==> src/rtl/bcx_pkg.sv <==
package bcx_pkg;

    localparam int OPC_W   = 8;
    localparam int UA_W    = 10;
    localparam int NUM_OPS = 1 << OPC_W;
    localparam logic [UA_W-1:0] TRAP_UA = '1;

    typedef enum logic [1:0] {
        ST_ISSUE,
        ST_OPCODE,
        ST_RUN,
        ST_OPND
    } seq_st_t;

    typedef struct packed {
        logic            vld;
        logic [UA_W-1:0] ua;
    } jt_ent_t;

    function automatic logic seg_active(seq_st_t s);
        return (s == ST_RUN) || (s == ST_OPND);
    endfunction

endpackage

==> src/rtl/bcx_jump_table.sv <==
module bcx_jump_table
    import bcx_pkg::*;
(
    input  logic            clk,
    input  logic            rst,
    input  logic            wr_en,
    input  logic [OPC_W-1:0] wr_op,
    input  logic            wr_vld,
    input  logic [UA_W-1:0] wr_ua,
    input  logic [OPC_W-1:0] rd_op,
    output logic [UA_W-1:0] rd_ua
);

    jt_ent_t ents [NUM_OPS];
    jt_ent_t sel;

    for (genvar i = 0; i < NUM_OPS; i++) begin : g_ent
        always_ff @(posedge clk) begin
            if (rst) begin
                ents[i].vld <= 1'b0;
            end else if (wr_en && wr_op == OPC_W'(i)) begin
                ents[i].vld <= wr_vld;
                ents[i].ua  <= wr_ua;
            end
        end
    end

    always_comb begin
        sel   = ents[rd_op];
        rd_ua = sel.vld ? sel.ua : TRAP_UA;
    end

endmodule

==> src/rtl/bcx_pc_reg.sv <==
module bcx_pc_reg #(
    parameter int PC_W = 16
) (
    input  logic            clk,
    input  logic            rst,
    input  logic            load,
    input  logic [PC_W-1:0] load_val,
    input  logic            inc,
    output logic [PC_W-1:0] pc
);

    always_ff @(posedge clk) begin
        if (rst)       pc <= '0;
        else if (load) pc <= load_val;
        else if (inc)  pc <= pc + PC_W'(1);
    end


    pc_step_chk: assert property (@(posedge clk) disable iff (rst)
        !load |=> (pc == $past(pc)) || (pc == $past(pc) + PC_W'(1)));


    pc_load_chk: assert property (@(posedge clk) disable iff (rst)
        load |=> pc == $past(load_val));

endmodule

==> src/rtl/bcx_seq_ctrl.sv <==
module bcx_seq_ctrl
    import bcx_pkg::*;
(
    input  logic            clk,
    input  logic            rst,
    input  logic            seg_done,
    input  logic            opnd_req,
    input  logic            br_load,
    input  logic [UA_W-1:0] lookup_ua,
    output seq_st_t         state,
    output logic [UA_W-1:0] seg_ua,
    output logic            pc_inc
);

    assign pc_inc = !br_load && (state == ST_OPCODE || state == ST_OPND);

    always_ff @(posedge clk) begin
        if (rst) begin
            state  <= ST_ISSUE;
            seg_ua <= '0;
        end else if (br_load) begin
            state <= ST_ISSUE;
        end else begin
            unique case (state)
                ST_ISSUE:  state <= ST_OPCODE;
                ST_OPCODE: begin
                    seg_ua <= lookup_ua;
                    state  <= ST_RUN;
                end
                ST_RUN: begin
                    if (seg_done)      state <= ST_OPCODE;
                    else if (opnd_req) state <= ST_OPND;
                end
                ST_OPND:   state <= ST_RUN;
                default:   state <= ST_ISSUE;
            endcase
        end
    end


    br_flush_chk: assert property (@(posedge clk) disable iff (rst)
        br_load |=> state == ST_ISSUE);


    seg_hold_chk: assert property (@(posedge clk) disable iff (rst)
        seg_active(state) && !seg_done && !br_load |=> seg_active(state) && $stable(seg_ua));


    done_wins_chk: assert property (@(posedge clk) disable iff (rst)
        state == ST_RUN && seg_done && !br_load |=> state == ST_OPCODE);

endmodule

==> src/rtl/bc_xlate_stage.sv <==
module bc_xlate_stage
    import bcx_pkg::*;
#(
    parameter int PC_W = 16
) (
    input  logic             clk,
    input  logic             rst,
    output logic [PC_W-1:0]  bc_addr,
    input  logic [7:0]       bc_rdata,
    input  logic             tbl_we,
    input  logic [7:0]       tbl_op,
    input  logic             tbl_vld,
    input  logic [9:0]       tbl_uaddr,
    input  logic             seg_done,
    input  logic             opnd_req,
    input  logic             br_load,
    input  logic [PC_W-1:0]  br_target,
    output logic             seg_valid,
    output logic [9:0]       seg_addr,
    output logic             opnd_valid,
    output logic [7:0]       opnd_byte
);

    seq_st_t         state;
    logic [UA_W-1:0] lookup_ua;
    logic [UA_W-1:0] seg_ua;
    logic            pc_inc;

    bcx_jump_table u_tbl (
        .clk    (clk),
        .rst    (rst),
        .wr_en  (tbl_we),
        .wr_op  (tbl_op),
        .wr_vld (tbl_vld),
        .wr_ua  (tbl_uaddr),
        .rd_op  (bc_rdata),
        .rd_ua  (lookup_ua)
    );

    bcx_seq_ctrl u_seq (
        .clk       (clk),
        .rst       (rst),
        .seg_done  (seg_done),
        .opnd_req  (opnd_req),
        .br_load   (br_load),
        .lookup_ua (lookup_ua),
        .state     (state),
        .seg_ua    (seg_ua),
        .pc_inc    (pc_inc)
    );

    bcx_pc_reg #(.PC_W(PC_W)) u_pc (
        .clk      (clk),
        .rst      (rst),
        .load     (br_load),
        .load_val (br_target),
        .inc      (pc_inc),
        .pc       (bc_addr)
    );

    assign seg_valid  = seg_active(state);
    assign seg_addr   = seg_ua;
    assign opnd_valid = (state == ST_OPND);
    assign opnd_byte  = bc_rdata;


    opnd_adv_chk: assert property (@(posedge clk) disable iff (rst)
        opnd_valid && !br_load |=> bc_addr == $past(bc_addr) + PC_W'(1));


    done_drop_chk: assert property (@(posedge clk) disable iff (rst)
        seg_valid && !opnd_valid && seg_done && !br_load |=> !seg_valid && !opnd_valid);

endmodule

==> config.mk <==
export PLATFORM = sky130hd
export DESIGN_NAME = bc_xlate_stage
export DESIGN_NICKNAME = d
export VERILOG_FILES = /design/src/rtl/bcx_pkg.sv /design/src/rtl/bcx_jump_table.sv /design/src/rtl/bcx_pc_reg.sv /design/src/rtl/bcx_seq_ctrl.sv /design/src/rtl/bc_xlate_stage.sv
export SDC_FILE = /design/constraint.sdc
export NUM_CORES = 2
export LEC_CHECK = 0
export BUFFER_PORTS_ARGS = -buffer_cell sky130_fd_sc_hd__buf_2
export CORE_UTILIZATION = 50
export CTS_CLUSTER_DIAMETER = 100
export CTS_CLUSTER_SIZE = 30
export DETAILED_ROUTE_END_ITERATION = 16
export PLACE_DENSITY = 0.63
export SYNTH_ARGS = -nofsm -noshare
export SYNTH_HDL_FRONTEND = slang
export SYNTH_SLANG_ARGS = --single-unit
==> constraint.sdc <==
create_clock -name clk -period 3.17 [get_ports clk]
set_input_delay 0.1585 -clock clk [delete_from_list [all_inputs] [get_ports clk]]
set_output_delay 0.1585 -clock clk [all_outputs]
set_load 0.01 [all_outputs]
==> summary.md <==
| Metric | Value |
|---|---|
| Outcome | `finished clean` |
| CP max FO | `1` |
| DP HPWL | `188 mm` |
| Placeable Area | `0.227 mm²` |
| Logic gate share of total power | `7.1%` |
| Area Growth Syn to Fin | `10.4%` |
| Total wire length | `294 mm` |
| Largest family of logic cells by synthesized area | `multiplexers` |
| TritonCTS clock tree | `built` |
| EDFF count, synth | `2816` |
| Gate count of the mapped netlist | `5709` |
| Kind of critical path | `reg -> reg` |
| Die Y | `481 µm` |
| First-pass GRT wire length | `420 mm` |
| Starting DRT DRC Count | `7693` |
| I/O Buffers | `84` |
| FMAX | `332 MHz` |
| Sequential cell area | `0.0851 mm²` |
| GRT Overall Usage | `25.5%` |
| Vias | `58.5k` |
| Worst setup EP type | `flop` |
| Max VDD drop | `0.475 mV` |
| Most common cell after layout, fill and taps aside | `edfxtp_1` |
| CP Data Arrival Time | `3.77 ns` |
| Share of layout cells above drive strength 1 | `26.8%` |
| Syn nets | `5759` |
| Clk root buf | `clkbuf_16` |
| Drt pass-1 iters | `6` |
| Largest net degree at the start of global routing | `122` |
| Average size of a mapped cell | `20.1 µm²` |
| P_int | `50300 µW` |
| Final Max Tran Viols | `0` |
| Worst path required time | `3.93 ns` |
| Commonest cells after routing, fill and taps aside | `2816 x edfxtp_1, 701 x mux4_2, 611 x buf_4` |
| RR Endpoint | `u_seq.seg_ua[6]` |
| Pwr per Cell Area | `510 mW/mm²` |
| H-Tree Depth | `3` |
| GRT overflow | `0` |
| Sequential-to-total area share from yosys stat | `74.3%` |
| I/O pin cnt | `85` |
| R2r worst-path depth | `10` |
| Finished Cell Area | `0.126 mm²` |
| Hold Startpoint | `tbl_we` |
| Yosys top cell by area | `edfxtp_1` |
| CTS sink cnt | `2844` |
| Synth Area in Compound Gates | `3.63%` |
| Post-route total power | `64400 µW` |
| Row count | `175` |
| Drt drc | `0` |
| Hold path endpoint | `u_tbl.ents[197][10]` |
| Hold Vio Cnt, Final | `0` |
| CP Launch Type | `flop` |
| Synth Area in Simple Gates | `3.41%` |
| Area share of xor/xnor cells in the synthesized design | `0.0918%` |
| Async SR Flop Fraction | `0%` |
| Area of the multi-input gates | `0.0269 mm²` |
| Clock latency on the worst-skew pair | `0.84 ns` |
| Lkg Pwr | `0.0395 µW` |
| Antenna violations before repair | `9` |
| Hold Path Depth | `3` |
| Mapped cell area | `0.115 mm²` |
| Gpl congestion | `0.890` |
| Adder-cell share of the synthesized area | `0.0109%` |
| Vias/cell | `6.30` |
| Clk pwr share | `28.4%` |
| RSZ-0062 raised after global routing | `no` |
| Vias in the first global route | `57.3k` |
| Fill cell count | `17.1k` |
| Final setup fails | `0` |
| Post-CTS setup buffers | `0` |
| Clk buf depth | `3` |
| Clock skew | `0.0536 ns` |
| Syn. warnings | `0` |
| Ranking of synthesized cells by area | `edfxtp_1 74%, mux4_2 14%, nor2_1 1.9%, o21bai_1 1.7%, mux2i_1 1.6%` |
| Min cycle time layout | `3.01 ns` |
| Full die area | `0.231 mm²` |
| Clock buffer count from CTS | `111` |
| Die Wd | `481 µm` |
| Slew @ Worst Pin | `1.34 ns` |
| FF-to-FF Start | `u_tbl.ents[69][6]` |
| #FFs+latches synth | `2844` |
| Nets | `6262` |
| Main synth FF type | `edfxtp_1` |
| Reg2Reg Setup Slack | `0.16 ns` |
| Max cap viols | `0` |
| Routed WL per cell | `31.6 µm` |
| Sw Ratio | `22.0%` |
| Slew Limit Headroom | `10.6%` |
| Placed Area | `0.122 mm²` |
| ANT nets after route | `0` |
| Yosys top cell area share | `73.8%` |
| Sequential Power Share | `64.5%` |
| Synth unique cells | `82` |
| Sw Pwr | `14100 µW` |
| Effective utilization at floorplan | `50.3%` |
| Clk slew on worst S/H paths | `0.12 ns` |
| Final Cycle Share | `95.0%` |
| Multiplexer share of the synthesized area | `16.2%` |
| Hold Path Class | `in -> reg` |
[cell families (layout without fill, tap and decap cells)]
logic type / Yosys count / after routing
AND/OR/NAND/NOR: 893 / 893
AO/OA/AOI/OAI: 587 / 587
other: 0 / 4
XOR/XNOR: 12 / 12
multiplexers: 928 / 928
buffers and inverters: 444 / 1009
adder cells (fa/ha/maj): 1 / 1
flip-flops: 2844 / 2844
[registers in the layout, indices dropped and copies added (netlist names)]
signal and cells:
u_pc.pc 16, u_seq.seg_ua 10, u_seq.state 2, u_tbl.ents 2816
[cells in the mapped netlist, drive strengths merged, types with 41 or more instances]
cell / count
mux2i: 181
clkbuf: 227
nand3: 63
a211oi: 41
o21ai: 44
buf: 210
nor2: 578
edfxtp: 2816
o21bai: 256
a22oi: 49
nand2: 93
mux4: 730
a21oi: 83
[critical path, stage by stage, from the launching register on]
cell and delay [ns]:
edfxtp_1 0.34, mux4_2 0.22, nor2b_1 0.14, a211oi_1 0.10
a2111oi_0 0.95, a2111oi_0 0.16, buf_4 0.22, a31oi_1 0.28
buf_4 0.20, nand3_1 0.09, a211oi_1 0.24
[final cells by class]
type	instances	area share (%)
antenna	4	0.00792
clock buffer	144	2.37
clock inverter	31	0.259
inverter	4	0.0119
multi-input combinational	2421	21.3
sequential	2844	67.3
tap	3009	2.98
timing repair buffer	830	5.76
[power by group through the flow]
stage	logic (µW)	clock network [µW]	registers [µW]
floorplan	2420	0	42400
global placement	4460	0	42400
detailed placement	4530	0	42400
CTS	4600	18500	41600
global route	4820	19700	41600
finish	4590	18300	41600
[through the flow]
step	TNS (ns)	hold WS, ns	instances	utilization [%]	setup slack (ns)
6_report	0	0.0630	9287	55.6	0.158
5_1_grt	0	0.0670	9284	55.6	0.113
4_1_cts	0	0.000634	9283	55.6	0.250
3_5_place_dp	-1.30	0.401	9050	53.8	-0.470
3_3_place_gp	-1.36	0.391	9050	53.8	-0.486
2_1_floorplan	0	0.257	5709	-	0.622
[how the worst max path moves through the flow]
stage | startpoint | to | cells after the start
final | u_tbl.ents[69][6] | u_seq.seg_ua[6] | 10
after global routing | u_tbl.ents[68][6] | u_seq.seg_ua[6] | 10
after global placement | bc_rdata[0] | u_seq.seg_ua[7] | 12
after CTS | u_tbl.ents[69][6] | u_seq.seg_ua[6] | 10
after detailed placement | bc_rdata[0] | u_seq.seg_ua[7] | 12
after floorplan | bc_rdata[0] | u_seq.seg_ua[2] | 11
[repair_timing]
| action | CTS | global route |
|---|---|---|
| hold endpoints to repair | 588 | 0 |
| setup endpoints to repair | 0 | 0 |
| resized for setup | 0 | 0 |
| hold buffers | 58 | 0 |
[layer usage]
layer	GRT usage (%)	part of all wire, %	vias to the layer above
met3	4.02	8.8	297
met4	6.44	2.5	2
li1	-	-	24200
met2	39.5	47	2690
met1	38.0	42	31400
met5	0	0.0061	-
Note: power is estimated with default switching activity, not from simulation.
